$ cat config.mk
export PLATFORM = sky130hd
export DESIGN_NAME = tag_read_gearbox
export DESIGN_NICKNAME = d
export VERILOG_FILES = /design/src/rtl/tag_read_gearbox.sv
export SDC_FILE = /design/constraint.sdc
export NUM_CORES = 1
export LEC_CHECK = 0
export ABC_AREA = 1
export BUFFER_PORTS_ARGS = -buffer_cell sky130_fd_sc_hd__buf_4
export CAP_MARGIN = 20
export CORE_ASPECT_RATIO = 1.5
export CORE_MARGIN = 5
export CORE_UTILIZATION = 52
export CTS_CLUSTER_SIZE = 12
export DETAILED_ROUTE_END_ITERATION = 12
export GPL_TIMING_DRIVEN = 0
export PLACE_DENSITY = 0.84
export RECOVER_POWER = 100
export SYNTH_ARGS = -nofsm -noshare
export SYNTH_HDL_FRONTEND = slang
export SYNTH_SLANG_ARGS = --single-unit
$ cat constraint.sdc
create_clock -name clk -period 7.86 [get_ports clk]
set_input_delay 0.786 -clock clk [delete_from_list [all_inputs] [get_ports clk]]
set_output_delay 0.786 -clock clk [all_outputs]
set_load 0.01 [all_outputs]
$ cat src/rtl/tag_read_gearbox.sv
module tag_read_gearbox #(
  parameter int IN_W  = 32,
  parameter int OUT_W = 80,
  parameter int TAG_W = 8
) (
  input  logic             clk,
  input  logic             rst_n,
  input  logic             in_valid,
  output logic             in_ready,
  input  logic [TAG_W-1:0] in_tag,
  input  logic [IN_W-1:0]  in_data,
  output logic             out_valid,
  input  logic             out_ready,
  output logic [TAG_W-1:0] out_tag,
  output logic [OUT_W-1:0] out_data
);
  localparam int BEATS = (OUT_W + IN_W - 1) / IN_W;
  localparam int CNT_W = BEATS > 1 ? $clog2(BEATS) : 1;
  localparam int ACC_W = BEATS * IN_W;

  logic [ACC_W-1:0] acc;
  logic [CNT_W-1:0] cnt;
  logic [TAG_W-1:0] tag_q;
  logic             vld;

  wire take = in_valid && in_ready;
  wire last = (cnt == CNT_W'(BEATS - 1));

  assign in_ready  = !vld || out_ready;
  assign out_valid = vld;
  assign out_tag   = tag_q;
  assign out_data  = acc[OUT_W-1:0];

  generate
    if (ACC_W > OUT_W) begin : g_drop
      wire unused_hi = ^acc[ACC_W-1:OUT_W];
    end
  endgenerate

  always_ff @(posedge clk) begin
    if (take) begin
      acc[cnt*IN_W +: IN_W] <= in_data;
      if (cnt == '0) tag_q <= in_tag;
    end
  end

  always_ff @(posedge clk) begin
    if (!rst_n) begin
      cnt <= '0;
      vld <= 1'b0;
    end else begin
      if (take) cnt <= last ? '0 : cnt + 1'b1;
      if (take && last) vld <= 1'b1;
      else if (out_ready) vld <= 1'b0;
    end
  end
endmodule

* After elaboration in Yosys (flattened, before gate mapping)
Index checks and enable logic that the tools add are counted.
** Operators by class
- Reductions and logical operators :: 7
- Equal/unequal tests :: 1
- Add/sub/neg operators :: 2
- Shift operators :: 2
- Muxes and demuxes :: 4
** Operators by type and width (count)
- $bwmux 96 :: 1
- $shift 32x34->96 const A :: 1
- $shiftx 32x34->96 :: 1
- $neg 7->34 :: 1
- $add 2x1->2 const B :: 1
- $eq 2x2->1 const B :: 1
- $logic_and 1x1->1 :: 2
- $logic_not 2->1 :: 1
- $mux 1 :: 2
- $mux 2 :: 1
- $reduce_and 2->1 :: 1
- $reduce_bool 2->1 :: 1
- $logic_not 1->1 :: 1
- $logic_or 1x1->1 :: 1
** Storage, ports and cells
- Word-level logic and storage cells :: 20
- Register bits :: 107
- Input bits :: 44

* Longest topological paths before layout
- Word-level depth :: 5
- Mapped depth :: 6
- Mapped depth without buffers :: 6

* Worst setup path before layout
No wires, ideal clock.
- Kind :: in2reg
- From :: in out_ready
- To :: reg acc[0] (enable)
- Required time :: 7.423 ns
- Stages on the path :: 4
- Arrival time :: 2.804 ns
- Slack :: 4.619 ns
- Cell sequence :: inv_1 -> nand2_1 -> nand2_1 -> nor2_1
** Between the ends
- Longest elaborated chain between the ends :: 2
** RTL lines
- start: declaration :: line 13 : input logic out_ready,
- $logic_or 1x1->1 :: line 29 : assign in_ready = !vld || out_ready;
- via in_ready :: line 9 : output logic in_ready,
- $logic_and 1x1->1 :: line 26 : wire take = in_valid && in_ready;
- end signal: indexed assignment :: line 42 : acc[cnt*IN_W +: IN_W] <= in_data;
- end: declaration :: line 21 : logic [ACC_W-1:0] acc;
The timed path passes the listed nets, and every way through them passes these cells.
A chain may end at the register's enable or synchronous reset.

* Worst setup path in the final report
- From :: in out_ready
- To :: reg acc[43] (enable)
** Between the ends
- Longest elaborated chain between the ends :: 2
** RTL lines (line)
- $logic_or 1x1->1 :: 29
- $logic_and 1x1->1 :: 26
Every way passes these cells.

==> metrics.md <==
| Metric | Value |
|---|---|
| Hold WC Path Type | flip-flop to flip-flop |
| Ports | 134 |
| Top cells by area, synth | edfxtp_1, nor3_1, nor2_1 |
| Vias in the first global route | 2611 |
| Share of the synthesized area in the top cell type | 76.2% |
| Syn_area_per_cell | 13.8 um2 |
| Final wirelength | 8900 um |
| Hold buffers post-CTS | 0 |
| Number of iterations in the first detailed-routing pass | 4 |
| VDD IR max | 126 uV |
| Cell count after placement | 462 |
| Sink Count | 91 |
| Core box area | 6490 um2 |
| Root buffer cell | clkbuf_8 |
| Worst-path fanout max | 32 |
| Dominant cell type by area after synthesis | edfxtp_1 |
| Worst Skew | 0.00549 ns |
| Full die area | 8440 um2 |
| Status | complete, but fails checks |
| Post-Route Utilization | 67.4% |
| Clk slew on worst S/H paths | 0.08 ns |
| Layout cells sized above 1 | 14.7% |
| Largest net degree at the start of global routing | 33 |
| Die Wd | 76.7 um |
| Clk_lat worst skew | 0.36 ns |
| Worst Tran Pin Value | 2.77 ns |
| Setup crit end kind | flip-flop |
| Leak | 1.59 nW |
| DP Wirelength | 6580 um |
| CTS tree | done |
| Initial Utilization | 53.5% |
| Hold path depth | 2 |
| Synth cell types | 13 |
| I/O Buffers | 133 |
| CP arrival | 3.23 ns |
| Setup total negative slack | 0 ns |
| First-pass GRT wire length | 13500 um |
| Layout net count | 446 |
| Syn Std Cell Area | 3470 um2 |
| DRC | 0 |
| Row count | 36 |
| Wire per inst | 18.6 um |
| Post-Syn Nets | 300 |
| Initial antenna violation count | 0 |
| Ant diodes | 0 |
| Remaining antenna violation count | 0 |
| Critical path launch point type | input pin |
| RSZ-0062 raised after global routing | false |
| Via count | 2456 |
| Crit path time final | 3.32 ns |
| Max-slew violation count | 64 |
| Failing checks | capacitance limit, slew limit |
| FF+latch count, synth | 91 |
| Worst r2r path cells | 5 |
| DR vias/cell | 5.15 |
| Setup violators final | 0 |
| Gpl congestion | 0.766 |
| YS warnings | 0 |
| Die H | 110 um |
| Most frequent cells in the layout | clkbuf_1, edfxtp_1, nor2_1, buf_4, nor3_1 |
| Htree depth | 3 |
| Fin crit share | 42.2% |
| Total GRT Usage | 21.3% |
| Post-synthesis cell count | 251 |
| Gates resized, CTS repair | 0 |
| Gr ovfl total | 0 |
| Crit Path Class | input pin to flip-flop |
| Power per cell area | 219 nW/um2 |
| Max Fclk | 0.302 GHz |
| Seq/Total Area, Yosys | 77.9% |
| WP data required | 7.78 ns |
| Max-slew headroom | -85.1% |
| DRT iter0 DRCs | 191 |
| Non-Filler Instances | 477 |
| Hold Vio Cnt, Final | 0 |
| Number of max-cap violations | 2 |
| Cts bufs inserted | 9 |
| Deepest clock path buffer count | 2 |
| Postcts setup bufs | 0 |
| Commonest non-fill, non-tap cell in the layout | clkbuf_1 |
| Synthesis-to-layout area growth | 26.1% |
[routing by layer]
| layer | part of all wire [%] | routed length (um) | up-vias | GRT usage [%] |
|---|---|---|---|---|
| li1 | - | - | 1158 | - |
| met1 | 35 | 3080 | 1163 | 22.4 |
| met5 | 0 | 0 | - | 0 |
| met3 | 6.8 | 602 | 25 | 5.28 |
| met2 | 54 | 4840 | 110 | 37.8 |
| met4 | 4.2 | 370 | 0 | 13.3 |
[cell families (layout without fill, tap and decap cells)]
family | after synthesis | after routing | share of synthesized area, %
flip-flops | 91 | 91 | 77.9
buffers and inverters | 38 | 188 | 4.51
adder cells (fa/ha/maj) | 5 | 5 | 1.80
AO/OA/AOI/OAI | 3 | 3 | 0.433
AND/OR/NAND/NOR | 114 | 114 | 15.4
[report_power, final]
part	switching (mW)	internal (mW)	total, mW
clock network	0.150	0.111	0.261
logic	0.0881	0.0386	0.127
registers	0.00793	0.564	0.571
total	0.246	0.713	0.959
[final cells by class]
class,count,area [um2]
clock inverters,4,18.8
multi-input cells,122,611
fillers,567,2110
flip-flops and latches,91,2700
well taps,76,95.1
inverters,27,101
repair buffers,135,668
plain buffers,11,46.3
clock buffers,11,131
[Yosys cell counts (all sizes together)]
cell type / n
dfxtp: 3
nand3: 4
edfxtp: 88
inv: 27
buf: 11
nand2: 25
a21oi: 2
o21ai: 1
ha: 5
nor3: 32
nor3b: 16
nor2: 37
[stage by stage]
step	hold WS (ns)	setup slack, ns	cell area, um2	power [mW]
6_report	0.527	4.54	4370	0.959
5_1_grt	0.574	4.34	4370	1.00
4_1_cts	0.530	5.82	4760	0.986
3_5_place_dp	0.519	5.44	4610	0.733
3_3_place_gp	0.505	3.85	4560	0.723
2_1_floorplan	0.477	4.62	3470	0.651
[state kept, by name, indices dropped and copies added, names as in the netlist]
signal and flops:
out_tag 8, out_valid 1, cnt 2, acc 80
[final timing paths]
path	from	to	slack [ns]
max	out_ready	acc[43]$_DFFE_PP_	4.54
min	cnt[1]$_SDFFE_PN0P_	cnt[1]$_SDFFE_PN0P_	0.53
max reg2reg	cnt[0]$_SDFFE_PN0P_	acc[16]$_DFFE_PP_	4.64
min reg2reg	cnt[1]$_SDFFE_PN0P_	cnt[1]$_SDFFE_PN0P_	0.53
[critical path, cell delays in order]
cell	delay, ns
clkbuf_4	0.10
inv_1	0.03
nand2_1	0.15
nand2_1	0.12
nor2_1	2.04
Note: power is estimated with default switching activity, not from simulation.
